File: src/rtl/idle_pkg.sv
package idle_pkg;

    typedef enum logic [1:0] {
        ST_RUN   = 2'd0,
        ST_ENTER = 2'd1,
        ST_IDLE  = 2'd2
    } pwr_state_e;

    typedef struct packed {
        pwr_state_e state;
        logic       pending;
        logic       wake;
        logic       resume;
    } pwr_regs_t;

    localparam pwr_regs_t PWR_RESET = '{
        state:   ST_RUN,
        pending: 1'b0,
        wake:    1'b0,
        resume:  1'b0
    };

endpackage

File: src/rtl/idle_irq_qual.sv
module idle_irq_qual #(
    parameter int N_IRQ = 8
) (
    input  logic [N_IRQ-1:0] irq_req,
    input  logic [N_IRQ-1:0] irq_en,
    output logic             any_hit
);
    logic [N_IRQ-1:0] hit;

    for (genvar i = 0; i < N_IRQ; i++) begin : g_src
        assign hit[i] = irq_req[i] & irq_en[i];
    end

    assign any_hit = |hit;
endmodule

File: src/rtl/idle_wake_sel.sv
module idle_wake_sel (
    input  logic in_idle,
    input  logic pending_q,
    input  logic irq_hit,
    input  logic wdt_timeout,
    output logic wake_go,
    output logic wake_by_irq
);
    always_comb begin
        wake_by_irq = pending_q | irq_hit;
        wake_go     = in_idle & (wake_by_irq | wdt_timeout);
    end
endmodule

File: src/rtl/idle_pwr_fsm.sv
module idle_pwr_fsm
    import idle_pkg::*;
(
    input  logic       clk,
    input  logic       rst_n,
    input  logic       psave_req,
    input  logic       psave_mode,
    input  logic       irq_hit,
    input  logic       wake_go,
    input  logic       wake_by_irq,
    output pwr_state_e state,
    output logic       pending,
    output logic       wake,
    output logic       resume
);
    pwr_regs_t r_q, r_d;

    always_comb begin
        r_d      = r_q;
        r_d.wake = 1'b0;
        unique case (r_q.state)
            ST_RUN: begin
                if (psave_req && psave_mode) begin
                    r_d.state   = ST_ENTER;
                    r_d.pending = irq_hit;
                end
            end
            ST_ENTER: begin
                r_d.state   = ST_IDLE;
                r_d.pending = r_q.pending | irq_hit;
            end
            ST_IDLE: begin
                if (wake_go) begin
                    r_d.state   = ST_RUN;
                    r_d.wake    = 1'b1;
                    r_d.resume  = wake_by_irq;
                    r_d.pending = 1'b0;
                end
            end
            default: r_d = PWR_RESET;
        endcase
    end

    always_ff @(posedge clk or negedge rst_n) begin
        if (!rst_n) r_q <= PWR_RESET;
        else        r_q <= r_d;
    end

    assign state   = r_q.state;
    assign pending = r_q.pending;
    assign wake    = r_q.wake;
    assign resume  = r_q.resume;
endmodule

File: src/rtl/idle_pwr_ctrl.sv
module idle_pwr_ctrl
    import idle_pkg::*;
#(
    parameter int N_IRQ = 8
) (
    input  logic             clk,
    input  logic             rst_n,
    input  logic             psave_req,
    input  logic             psave_mode,
    input  logic [N_IRQ-1:0] irq_req,
    input  logic [N_IRQ-1:0] irq_en,
    input  logic             wdt_timeout,
    input  logic             wdt_on,
    input  logic             fscm_on,
    output logic             cpu_clk_en,
    output logic             wdt_clr,
    output logic             wake,
    output logic             resume_isr,
    output logic             lpo_keep
);
    pwr_state_e state;
    logic       irq_hit, pending_q, wake_go, wake_by_irq;

    idle_irq_qual #(.N_IRQ(N_IRQ)) u_qual (
        .irq_req (irq_req),
        .irq_en  (irq_en),
        .any_hit (irq_hit)
    );

    idle_wake_sel u_sel (
        .in_idle     (state == ST_IDLE),
        .pending_q   (pending_q),
        .irq_hit     (irq_hit),
        .wdt_timeout (wdt_timeout),
        .wake_go     (wake_go),
        .wake_by_irq (wake_by_irq)
    );

    idle_pwr_fsm u_fsm (
        .clk         (clk),
        .rst_n       (rst_n),
        .psave_req   (psave_req),
        .psave_mode  (psave_mode),
        .irq_hit     (irq_hit),
        .wake_go     (wake_go),
        .wake_by_irq (wake_by_irq),
        .state       (state),
        .pending     (pending_q),
        .wake        (wake),
        .resume      (resume_isr)
    );

    always_comb begin
        cpu_clk_en = (state == ST_RUN);
        wdt_clr    = (state == ST_ENTER);
        lpo_keep   = (state != ST_RUN) && (wdt_on || fscm_on);
    end
endmodule

File: config.mk
export PLATFORM = sky130hd
export DESIGN_NAME = idle_pwr_ctrl
export DESIGN_NICKNAME = d
export VERILOG_FILES = /design/src/rtl/idle_pkg.sv /design/src/rtl/idle_irq_qual.sv /design/src/rtl/idle_wake_sel.sv /design/src/rtl/idle_pwr_fsm.sv /design/src/rtl/idle_pwr_ctrl.sv
export SDC_FILE = /design/constraint.sdc
export NUM_CORES = 1
export LEC_CHECK = 0
export BUFFER_PORTS_ARGS = -buffer_cell sky130_fd_sc_hd__buf_2
export CAP_MARGIN = 20
export CORE_AREA = 2 2 39 41
export CTS_BUF_LIST = sky130_fd_sc_hd__clkbuf_8
export CTS_CLUSTER_DIAMETER = 30
export CTS_CLUSTER_SIZE = 25
export DETAILED_ROUTE_END_ITERATION = 10
export DIE_AREA = 0 0 41 43
export PLACE_DENSITY = 0.63
export SLEW_MARGIN = 30
export SYNTH_ARGS = -nofsm -noshare
export SYNTH_HDL_FRONTEND = slang
export SYNTH_HIERARCHICAL = 1
export SYNTH_SLANG_ARGS = --single-unit
File: constraint.sdc
create_clock -name clk -period 2.4 [get_ports clk]
set_input_delay 0.24 -clock clk [delete_from_list [all_inputs] [get_ports clk]]
set_output_delay 0.24 -clock clk [all_outputs]
set_load 0.05 [all_outputs]
==> results by group, run 1 <==
Outcome
  – Run status: finished, final reports clean

Place
  – Routability cong.: 0.8167
  – DP Worst Slack: 839.3 ps
  – Number of buffers added on ports: 27
  – Post-DP Area: 444.2 um^2
  – Hpwl dp: 611.3 um

Yosys
  – Post-Syn Instances: 31
  – Syn_area_per_cell: 9.323 um^2
  – EDFF count, synth: 0
  – Synthesized area: 289.0 um^2
  – Asr flop ratio synth: 100.0%
  – Synth cell types: 20
  – Synth area leader: dfrtp_1
  – Commonest cells post-synth: 5 x dfrtp_1, 4 x a22oi_1, 3 x nor2_1, 2 x inv_1, 2 x nand2b_1
  – Synth warnings: 6
  – Synth top area cells: dfrtp_1 43%, a22oi_1 10%, nand2b_1 4.3%
  – Synth top area share: 43.29%
  – Post-synth top flop: dfrtp_1
  – Seq/Total Area, Yosys: 43.29%
  – Top-count cell post-synth: dfrtp_1
  – Post-synthesis register bit count: 5
  – Syn Nets: 54

Floorplanning
  – Die span in x: 41 um
  – Initial Util: 20.89%
  – Top Ports: 28
  – Die Height: 43 um
  – Row cnt: 14
  – CORE AREA: 1384 um^2
  – Die area: 1763 um^2

Setup path
  – R2r endpoint: u_fsm/resume$_DFFE_PN0P_
  – CP peak stage delay: 460 ps
  – Register-to-Register Setup Slack: 1140 ps
  – Setup CP Type: flip-flop to primary output
  – CP Launch Point: u_fsm/state[1]$_DFFE_PN0P_
  – Crit-path cells: and2b_2, buf_2
  – Max stage delay cell, worst path: dfrtp_1
  – Crit-path max FO: 10
  – Worst Setup Start Kind: flip-flop
  – FF-to-FF path depth: 5
  – Worst Setup End Kind: primary output
  – Worst path arrival time: 1170 ps
  – Critical path data required time: 2160 ps
  – Buf/Inv on CP: 1
  – Top cell family by delay on the critical path: flip-flops
  – R2r startpoint: u_fsm/state[1]$_DFFE_PN0P_

Global route
  – Pin count of the biggest net entering global routing: 11
  – GR Util All Layers: 10.09%
  – Global-route wire length before repair: 1.152 mm
  – Initial antenna violation count: 0
  – Congestion Overflow GR: 0
  – Vias in the first global route: 308

Power and ir drop
  – Int Pwr: 319.3 uW
  – Sequential Power Share: 27.4%
  – Switch share: 44.08%
  – Combinational share of power: 46.5%
  – P_sw: 251.7 uW
  – Cell area power density: 1144 nW/um^2
  – VDD IR max: 0.3705 mV
  – LEAKAGE: 0.2717 nW
  – Clk pwr share: 26.1%

Clock network
  – Worst-Skew Late Latency: 220 ps
  – CTS tree: yes
  – Clock tree buffer depth: 2
  – CTS Buf Count: 3
  – Clock sinks: 5
  – H-tree depth: 1
  – Clk root buf: clkbuf_8
  – Post_cts resized: 0
  – CTS clk-pin slew, worst paths: 30 ps

Flow run
  – Max_cap viols: 0

Routing
  – Detailed-route vias per instance: 4.494
  – Final wirelength: 740 um
  – Routed vias: 355
  – Antenna-violating nets left: 0
  – DRT iter0 DRCs: 6
  – Routed length per instance: 9.367 um
  – Drt first pass iters: 2
  – # DRC: 0

STA
  – Period utilisation layout: 58.69%
  – RSZ-0062 raised after global routing: no
  – Clock Skew: 0.5574 ps
  – Final Setup Violations: 0
  – Fin. Hold Viols: 0
  – Post-route setup TNS: 0 ps
  – Final worst-path setup slack: 991.3 ps
  – Final Critical Period: 1409 ps
  – Max-slew violation count: 0
  – Slew HR: 82.62%
  – Slew @ Worst Pin: 260.7 ps
  – Max Freq: 709.9 MHz

Final layout
  – Nets@finish: 87
  – Area Overhead vs Synth: 72.73%
  – Antenna cells: 0
  – Fillers: 144
  – Fraction of layout cells with a size suffix above 1: 49.21%
  – Final instance area: 499.2 um^2

Worst hold path
  – Hold_sp: psave_mode
  – HP Class: input pin to flip-flop
  – Worst hold path depth: 3
  – WHS Endpoint: u_fsm/state[0]$_DFFE_PN0P_
-- flip-flops by register name, summed over array words and instances (netlist names) --
name and cells:
u_fsm/pending 1, u_fsm/resume 1, u_fsm/state 2, u_fsm/wake 1
-- cells by family after synthesis --
group	after synthesis	share of synthesized area, %
and+or+nand+nor	13	25.54
AOI/OAI and AO/OA	10	25.11
DFF	5	43.29
buffers and inverters	2	2.598
muxes	1	3.463
-- power groups by stage --
stage / sequential, mW / clock [mW] / combinational [mW]
2_1_floorplan: 0.188 / 0 / 0.165
3_3_place_gp: 0.157 / 0 / 0.261
3_5_place_dp: 0.159 / 0 / 0.265
4_1_cts: 0.157 / 0.154 / 0.267
5_1_grt: 0.163 / 0.159 / 0.288
6_report: 0.157 / 0.149 / 0.265
-- how the worst max path moves through the flow --
stage	to	slack (ps)	cells past startpoint
3_5_place_dp	u_fsm/resume$_DFFE_PN0P_	840	7
4_1_cts	wdt_clr	980	2
2_1_floorplan	u_fsm/resume$_DFFE_PN0P_	1040	6
3_3_place_gp	u_fsm/resume$_DFFE_PN0P_	870	7
5_1_grt	wdt_clr	930	2
6_report	wdt_clr	990	2
-- layout by cell type (no fill, tap or decap) --
master	netlist	routed
buf_2	0	27
dfrtp_1	5	5
a22oi_1	4	4
nor2_1	3	3
clkbuf_8	0	3
inv_1	2	3
nand2b_1	2	2
nor2b_1	1	1
and2b_2	1	1
o22a_1	1	1
dlygate4sd3_1	0	1
nand2_1	1	1
nor3_1	1	1
o21ai_1	1	1
mux2i_1	1	1
nand3b_1	1	1
o221ai_1	1	1
and3_1	1	1
a21oi_1	1	1
o22ai_1	1	1
nand4_1	1	1
or2_1	1	1
o31a_1	1	1
-- tightest hold or removal path: cells and delay by family --
family,cells,cell delay (ps)
AND/OR/NAND/NOR,2,140
buffers and inverters,1,100
-- per-layer routing --
metal	up-vias	share of wire (%)	GRT usage, %
met5	-	0	0
met4	0	0	4.000
met3	0	12	6.283
met2	22	45	15.31
met1	153	43	10.78
li1	180	-	-
-- per-stage QoR --
| step | util (%) | hold WS (ps) | std cells | total power, mW |
|---|---|---|---|---|
| 2_1_floorplan | - | -55.59 | 31 | 0.3527 |
| 3_3_place_gp | 32.10 | 62.08 | 74 | 0.4181 |
| 3_5_place_dp | 32.10 | 58.88 | 74 | 0.4238 |
| 4_1_cts | 36.08 | 313.1 | 79 | 0.5782 |
| 5_1_grt | 36.08 | 333.2 | 79 | 0.6096 |
| 6_report | 36.08 | 308.1 | 79 | 0.5710 |
-- final cells by class --
cell class	count	area, um^2	share of cell area (%)
clock inverter	1	3.754	0.7519
timing repair buffer	28	145.1	29.07
sequential	5	125.1	25.06
tap	16	20.02	4.010
inverter	2	7.507	1.504
clock buffer	3	41.29	8.271
multi-input combinational	24	156.4	31.33
-- repair_timing --
action,CTS,global route
hold endpoints to repair,5,0
hold buffers,1,0
buffers inserted,0,0
(Power assumes the default switching activity.)
==> run 2: changes to the inputs <==
PLACE_DENSITY = 0.65   (was 0.63)
clock period = 1.1 ns   (was 2.4 ns; I/O delays follow)
==> results by group, run 2 (synthesis gave the netlist of run 1 again) <==
STA
  – Period utilisation layout: 108.1%
  – Max-slew violation count: 0 (unchanged)
  – Final worst-path setup slack: -89.33 ps (-1081 ps)
  – Fin. Hold Viols: 0 (unchanged)
  – RSZ-0062 raised after global routing: yes
  – Final Setup Violations: 5 (+5)
  – Clock Skew: 0.09713 ps (-0.4602 ps)
  – Final Critical Period: 1189 ps
  – Slew HR: 83.67% (+1.0 points)
  – Slew @ Worst Pin: 246.7 ps (-14.03 ps)
  – Max Freq: 840.8 MHz

Power and ir drop
  – Cell area power density: 2537 nW/um^2 (+120%)
  – Power, Total: 1.527 mW (+170%)
  – VDD IR max: 1.063 mV (+190%)
  – LEAKAGE: 0.3097 nW (+14%)

Clock network
  – Clock sinks: 5 (unchanged)
  – CTS tree: yes
  – H-tree depth: 1 (unchanged)
  – CTS clk-pin slew, worst paths: 30 ps (about the same)
  – Clk root buf: clkbuf_8
  – CTS Buf Count: 3 (unchanged)
  – Clock tree buffer depth: 2 (unchanged)
  – Worst-Skew Late Latency: 220 ps (about the same)

Final layout
  – Nets@finish: 92 (+5.7%)
  – Number of flip-flops under the largest register name: 2 (unchanged)
  – Non-filler instance count after layout: 84 (+6.3%)
  – Antenna cells: 0 (unchanged)
  – Final Core Density: 43.49% (+7.4 points)
  – Final instance area: 601.8 um^2 (+21%)
  – Most frequent cells in the layout: 24 x buf_2, 5 x dfrtp_1, 4 x buf_6
  – Most common cell after layout, fill and taps aside: buf_2
  – Area Overhead vs Synth: 108.2%
  – Fraction of layout cells with a size suffix above 1: 63.24% (+14 points)

Setup path
  – Setup CP Type: flip-flop to primary output
  – FF-to-FF path depth: 4 (-1)
  – Crit-path cells: buf_6, o22a_1, buf_6
  – Max stage delay cell, worst path: dfrtp_1
  – CP peak stage delay: 380 ps (-80 ps)
  – Crit-path max FO: 4 (-6)
  – R2r startpoint: u_fsm/pending$_DFFE_PN0P_
  – Critical path data required time: 990 ps (-1170 ps)
  – R2r endpoint: u_fsm/resume$_DFFE_PN0P_
  – Worst Setup End Kind: primary output
  – Worst Setup Start Kind: flip-flop
  – Crit path top cell by count: buf_6
  – Worst path arrival time: 1080 ps (-90 ps)
  – Register-to-Register Setup Slack: -70 ps (-1210 ps)

Floorplanning
  – CORE AREA: 1384 um^2 (unchanged)
  – Row cnt: 14 (unchanged)
  – Initial Util: 20.89% (unchanged)
  – Die Height: 43 um (unchanged)
  – Top Ports: 28 (unchanged)
  – Die area: 1763 um^2 (unchanged)
  – Die span in x: 41 um (unchanged)

Routing
  – DRT iter0 DRCs: 3 (-3)
  – Antenna-violating nets left: 0 (unchanged)
  – Routed vias: 380 (+7.0%)
  – Detailed-route vias per instance: 4.524 (+0.67%)
  – Routed length per instance: 10.56 um (+13%)
  – Drt first pass iters: 4 (+2)
  – # DRC: 0 (unchanged)
  – Final wirelength: 887 um (+20%)

Worst hold path
  – Worst hold path depth: 3 (unchanged)
  – WHS Endpoint: u_fsm/state[0]$_DFFE_PN0P_
  – HP Class: input pin to flip-flop
  – Hold_sp: psave_mode

Global route
  – Initial antenna violation count: 0 (unchanged)
  – Congestion Overflow GR: 0 (unchanged)
  – Vias in the first global route: 382 (+24%)
  – GR Util All Layers: 12.30% (+2.2 points)
  – Pin count of the biggest net entering global routing: 7 (-4)
  – Global-route wire length before repair: 1.462 mm (+27%)

Outcome
  – Run status: finished, violations left
  – Failing checks: setup timing

Place
  – DP Worst Slack: -253.1 ps (-1092 ps)
  – Placed Cells: 77 (+4.1%)
  – Number of buffers added on ports: 27 (unchanged)
  – Post-DP Area: 469.2 um^2 (+5.6%)
  – Routability cong.: 0.8664 (+6.1%)

Flow run
  – Max_cap viols: 0 (unchanged)
## run 2: cell count changes in the layout (fill, tap and decap cells not counted), moves of 3 or more
cell     before  now
buf_2        27   24
buf_6         0    4
a22oi_1       4    1
a22oi_2       0    3
buf_4         0    3
## run 2: report_power, final
group	total (mW)	switching, mW	leakage [nW]	internal [mW]
clock	0.326	0.0866	0.0269	0.239
combinational	0.900	0.505	0.222	0.395
sequential	0.301	0.0480	0.0609	0.253
## run 2: per-stage QoR
| stage | setup TNS [ps] | hold WS, ps |
|---|---|---|
| after floorplan | -72.93 | -185.6 |
| after global placement | -376.5 | -72.69 |
| after detailed placement | -429.1 | -69.25 |
| after CTS | -287.9 | 170.2 |
| after global routing | -548.2 | 209.5 |
| final | -305.8 | 173.2 |
## run 2: cell type report
cell class,count,area [um^2]
Fill cell,139,782.0
Tap cell,16,20.02
Clock inverter,1,3.754
Timing Repair Buffer,33,212.7
Multi-Input combinational cell,24,191.4
Clock buffer,3,41.29
Sequential cell,5,125.1
Inverter,2,7.507
## run 2: worst max-delay path by stage
stage / from / endpoint / slack, ps / depth (start not counted)
final: u_fsm/state[0]$_DFFE_PN0P_ / lpo_keep / -90 / 3
after detailed placement: irq_req[5] / u_fsm/resume$_DFFE_PN0P_ / -250 / 7
after global placement: irq_req[5] / u_fsm/resume$_DFFE_PN0P_ / -240 / 7
after CTS: u_fsm/state[0]$_DFFE_PN0P_ / lpo_keep / -90 / 3
after global routing: irq_req[3] / u_fsm/resume$_DFFE_PN0P_ / -150 / 7
after floorplan: irq_req[2] / u_fsm/resume$_DFFE_PN0P_ / -70 / 6
## run 2: timing repair
| item | in CTS | in global routing |
|---|---|---|
| cloned | 0 | 0 |
| pin swaps | 4 | 2 |
| hold buffers | 1 | 0 |
| hold endpoints to repair | 5 | 0 |
| endpoints found under the setup margin | 5 | 5 |
| buffers inserted | 2 | 0 |
| resized for setup | 10 | 5 |
## run 2: per-layer routing
metal	share of wire [%]	track usage (%)	up-vias	routed length [um]
met2	52	20.94	26	457
met5	0	0	-	0
met4	0	2.000	0	0
met1	39	13.03	163	342
li1	-	-	191	-
met3	9.8	6.283	0	87
## run 2: critical path: cells and delay by family (launching register included)
kind,cells,cell delay [ps]
buffers and inverters,2,280
AO/OA/AOI/OAI,1,210
flip-flops,1,380
==> run 3: changes to the inputs <==
--- a/config.mk
+++ b/config.mk
@@ -9,3 +9,3 @@
 export CAP_MARGIN = 20
-export CORE_AREA = 2 2 39 41
+export CORE_AREA = 4 4 41 43
 export CTS_BUF_LIST = sky130_fd_sc_hd__clkbuf_8
@@ -14,3 +14,3 @@
 export DETAILED_ROUTE_END_ITERATION = 10
-export DIE_AREA = 0 0 41 43
+export DIE_AREA = 0 0 45 47
 export PLACE_DENSITY = 0.65
--- a/constraint.sdc
+++ b/constraint.sdc
@@ -3,2 +3,2 @@
 set_output_delay 0.11 -clock clk [all_outputs]
-set_load 0.05 [all_outputs]
+set_load 0.005 [all_outputs]
==> results by group, run 3 (synthesis gave the netlist of run 1 again) <==
Setup path
  – Worst Setup Start Kind: flip-flop
  – Crit-path cells: o31a_1, and3_4, a21oi_2, o22ai_1
  – FF-to-FF path depth: 4 (unchanged)
  – Critical path data required time: 1200 ps (+210 ps)
  – CP Depth: 4 (+1)
  – Max stage delay cell, worst path: dfrtp_1
  – Worst Setup End Kind: flip-flop
  – Worst path arrival time: 1310 ps (+230 ps)
  – Buf/Inv on CP: 0 (-2)
  – CP peak stage delay: 400 ps (+20 ps)
  – Setup CP Type: flip-flop to flip-flop
  – Top cell family by delay on the critical path: compound AO/OA/AOI/OAI gates
  – Crit-path max FO: 5 (+1)

Final layout
  – Area Overhead vs Synth: 100.0%
  – Fraction of layout cells with a size suffix above 1: 61.43% (-1.8 points)
  – Most frequent cells in the layout: 27 x buf_2, 5 x dfrtp_1, 4 x buf_4, 4 x a22oi_1
  – Nets@finish: 94 (+2.2%)
  – Number of flip-flops under the largest register name: 2 (unchanged)
  – Most common cell after layout, fill and taps aside: buf_2
  – Fillers: 145 (+4.3%)
  – Antenna cells: 0 (unchanged)

Power and ir drop
  – Int Pwr: 866.6 uW (-2.4%)
  – VDD IR max: 0.7616 mV (-28%)
  – Combinational share of power: 49.0% (-9.9 points)
  – Cell area power density: 2182 nW/um^2 (-14%)
  – Switch share: 31.29% (-11 points)
  – Sequential Power Share: 24.5% (+4.8 points)
  – P_sw: 394.6 uW (-38%)
  – LEAKAGE: 0.3100 nW (about the same)
  – Clk pwr share: 26.5% (+5.2 points)

Clock network
  – Clock sinks: 5 (unchanged)
  – CTS Buf Count: 3 (unchanged)
  – CTS clk-pin slew, worst paths: 40 ps (about the same)
  – Clock tree buffer depth: 2 (unchanged)
  – Clk root buf: clkbuf_8
  – Worst-Skew Late Latency: 220 ps (about the same)
  – CTS tree: yes
  – H-tree depth: 1 (unchanged)

Floorplanning
  – Die Height: 47 um (+9.3%)
  – Initial Util: 22.21% (+1.3 points)
  – Die area: 2115 um^2 (+20%)
  – CORE AREA: 1301 um^2 (-6.0%)
  – Top Ports: 28 (unchanged)
  – Die span in x: 45 um (+9.8%)
  – Row cnt: 13 (-1)

Place
  – Hpwl dp: 734.8 um
  – DP Worst Slack: -255.8 ps (-2.712 ps)
  – Routability cong.: 0.7539 (-13%)
  – Number of buffers added on ports: 27 (unchanged)

STA
  – Clock Skew: 2.079 ps (+1.982 ps)
  – RSZ-0062 raised after global routing: yes
  – Max Freq: 829.6 MHz (-1.3%)
  – Fin. Hold Viols: 0 (unchanged)
  – Final Setup Violations: 5 (unchanged)
  – Slew HR: 87.96% (+4.3 points)
  – Post-route setup TNS: -279.3 ps (+26.51 ps)
  – Slew @ Worst Pin: 180.5 ps (-66.17 ps)
  – Final Critical Period: 1205 ps (+16.07 ps)
  – Period utilisation layout: 109.6% (+1.5 points)
  – Final worst-path setup slack: -105.4 ps (-16.07 ps)
  – Max-slew violation count: 0 (unchanged)

Global route
  – GR Util All Layers: 10.10% (-2.2 points)
  – Pin count of the biggest net entering global routing: 6 (-1)
  – Global-route wire length before repair: 1.490 mm (+1.9%)
  – Vias in the first global route: 406 (+6.3%)
  – Initial antenna violation count: 0 (unchanged)
  – Congestion Overflow GR: 0 (unchanged)

Outcome
  – Failing checks: setup timing
  – Run status: finished, violations left

Routing
  – Routed length per instance: 10.99 um (+4.1%)
  – Routed vias: 389 (+2.4%)
  – DRT iter0 DRCs: 2 (-1)
  – # DRC: 0 (unchanged)
  – Drt first pass iters: 2 (-2)
  – Final wirelength: 934 um (+5.3%)
  – Detailed-route vias per instance: 4.576 (+1.2%)
  – Antenna-violating nets left: 0 (unchanged)

Worst hold path
  – HP Class: input pin to flip-flop
  – Worst hold path depth: 3 (unchanged)

Flow run
  – Max_cap viols: 0 (unchanged)
==> run 3: cell types whose count changed in the layout (fill, tap and decap cells not counted), sizes merged <==
| cell | change |
|---|---|
| buf | +2 |
| clkinv | +1 |
| inv | -1 |
==> run 3: final timing paths <==
kind                                               to                      start  slack, ps
min reg2reg                  u_fsm/resume$_DFFE_PN0P_   u_fsm/resume$_DFFE_PN0P_        580
max                          u_fsm/resume$_DFFE_PN0P_  u_fsm/pending$_DFFE_PN0P_       -110
max reg2reg                  u_fsm/resume$_DFFE_PN0P_  u_fsm/pending$_DFFE_PN0P_       -110
max in group asynchronous   u_fsm/pending$_DFFE_PN0P_                      rst_n        740
min in group asynchronous    u_fsm/resume$_DFFE_PN0P_                      rst_n        230
min                        u_fsm/state[0]$_DFFE_PN0P_                 psave_mode        170
==> run 3: through the flow <==
step	utilization (%)	instances	area [um^2]	hold slack [ps]	power, mW
3_5_place_dp	35.19	75	457.9	-68.07	0.7393
2_1_floorplan	-	31	289.0	-185.6	0.5392
3_3_place_gp	35.19	75	457.9	-72.24	0.7279
4_1_cts	42.40	84	551.8	164.9	1.181
6_report	44.42	85	578.1	171.5	1.261
5_1_grt	44.42	85	578.1	182.9	1.365
==> run 3: metal layers <==
metal	routed length (um)	vias to the layer above	global-route usage (%)	share of wire, %
met4	0	0	3.509	0
met5	0	-	0	0
li1	-	193	-	-
met3	100	0	4.981	11
met2	470	21	18.93	50
met1	364	175	9.513	39
==> run 3: power by group through the flow <==
stage          logic [mW]  clock network (mW)  registers [mW]
6_report            0.618               0.335           0.309
4_1_cts             0.533               0.343           0.305
3_5_place_dp        0.436                   0           0.304
2_1_floorplan       0.214                   0           0.326
3_3_place_gp        0.426                   0           0.301
5_1_grt             0.681               0.359           0.326
==> run 3: worst reg2reg max path: cells and delay by family (launching register included) <==
family             cells  cell delay, ps
DFF                    1             400
AOI/OAI and AO/OA      3             510
and+or+nand+nor        1             180
==> run 3: area by class of cell <==
cell class	count	area, um^2	share of cell area (%)
Inverter	2	7.507	1.299
Timing Repair Buffer	35	209.0	36.15
Multi-Input combinational cell	24	171.4	29.65
Tap cell	15	18.77	3.247
Sequential cell	5	125.1	21.65
Clock inverter	1	5.005	0.8658
Clock buffer	3	41.29	7.143
==> run 3: repair_timing <==
item,in CTS,in global routing
pin swaps,0,2
setup buffers,4,1
gates resized for setup,2,5
endpoints found under the setup margin,4,4
endpoints found under the hold margin,5,0
hold buffers,1,0
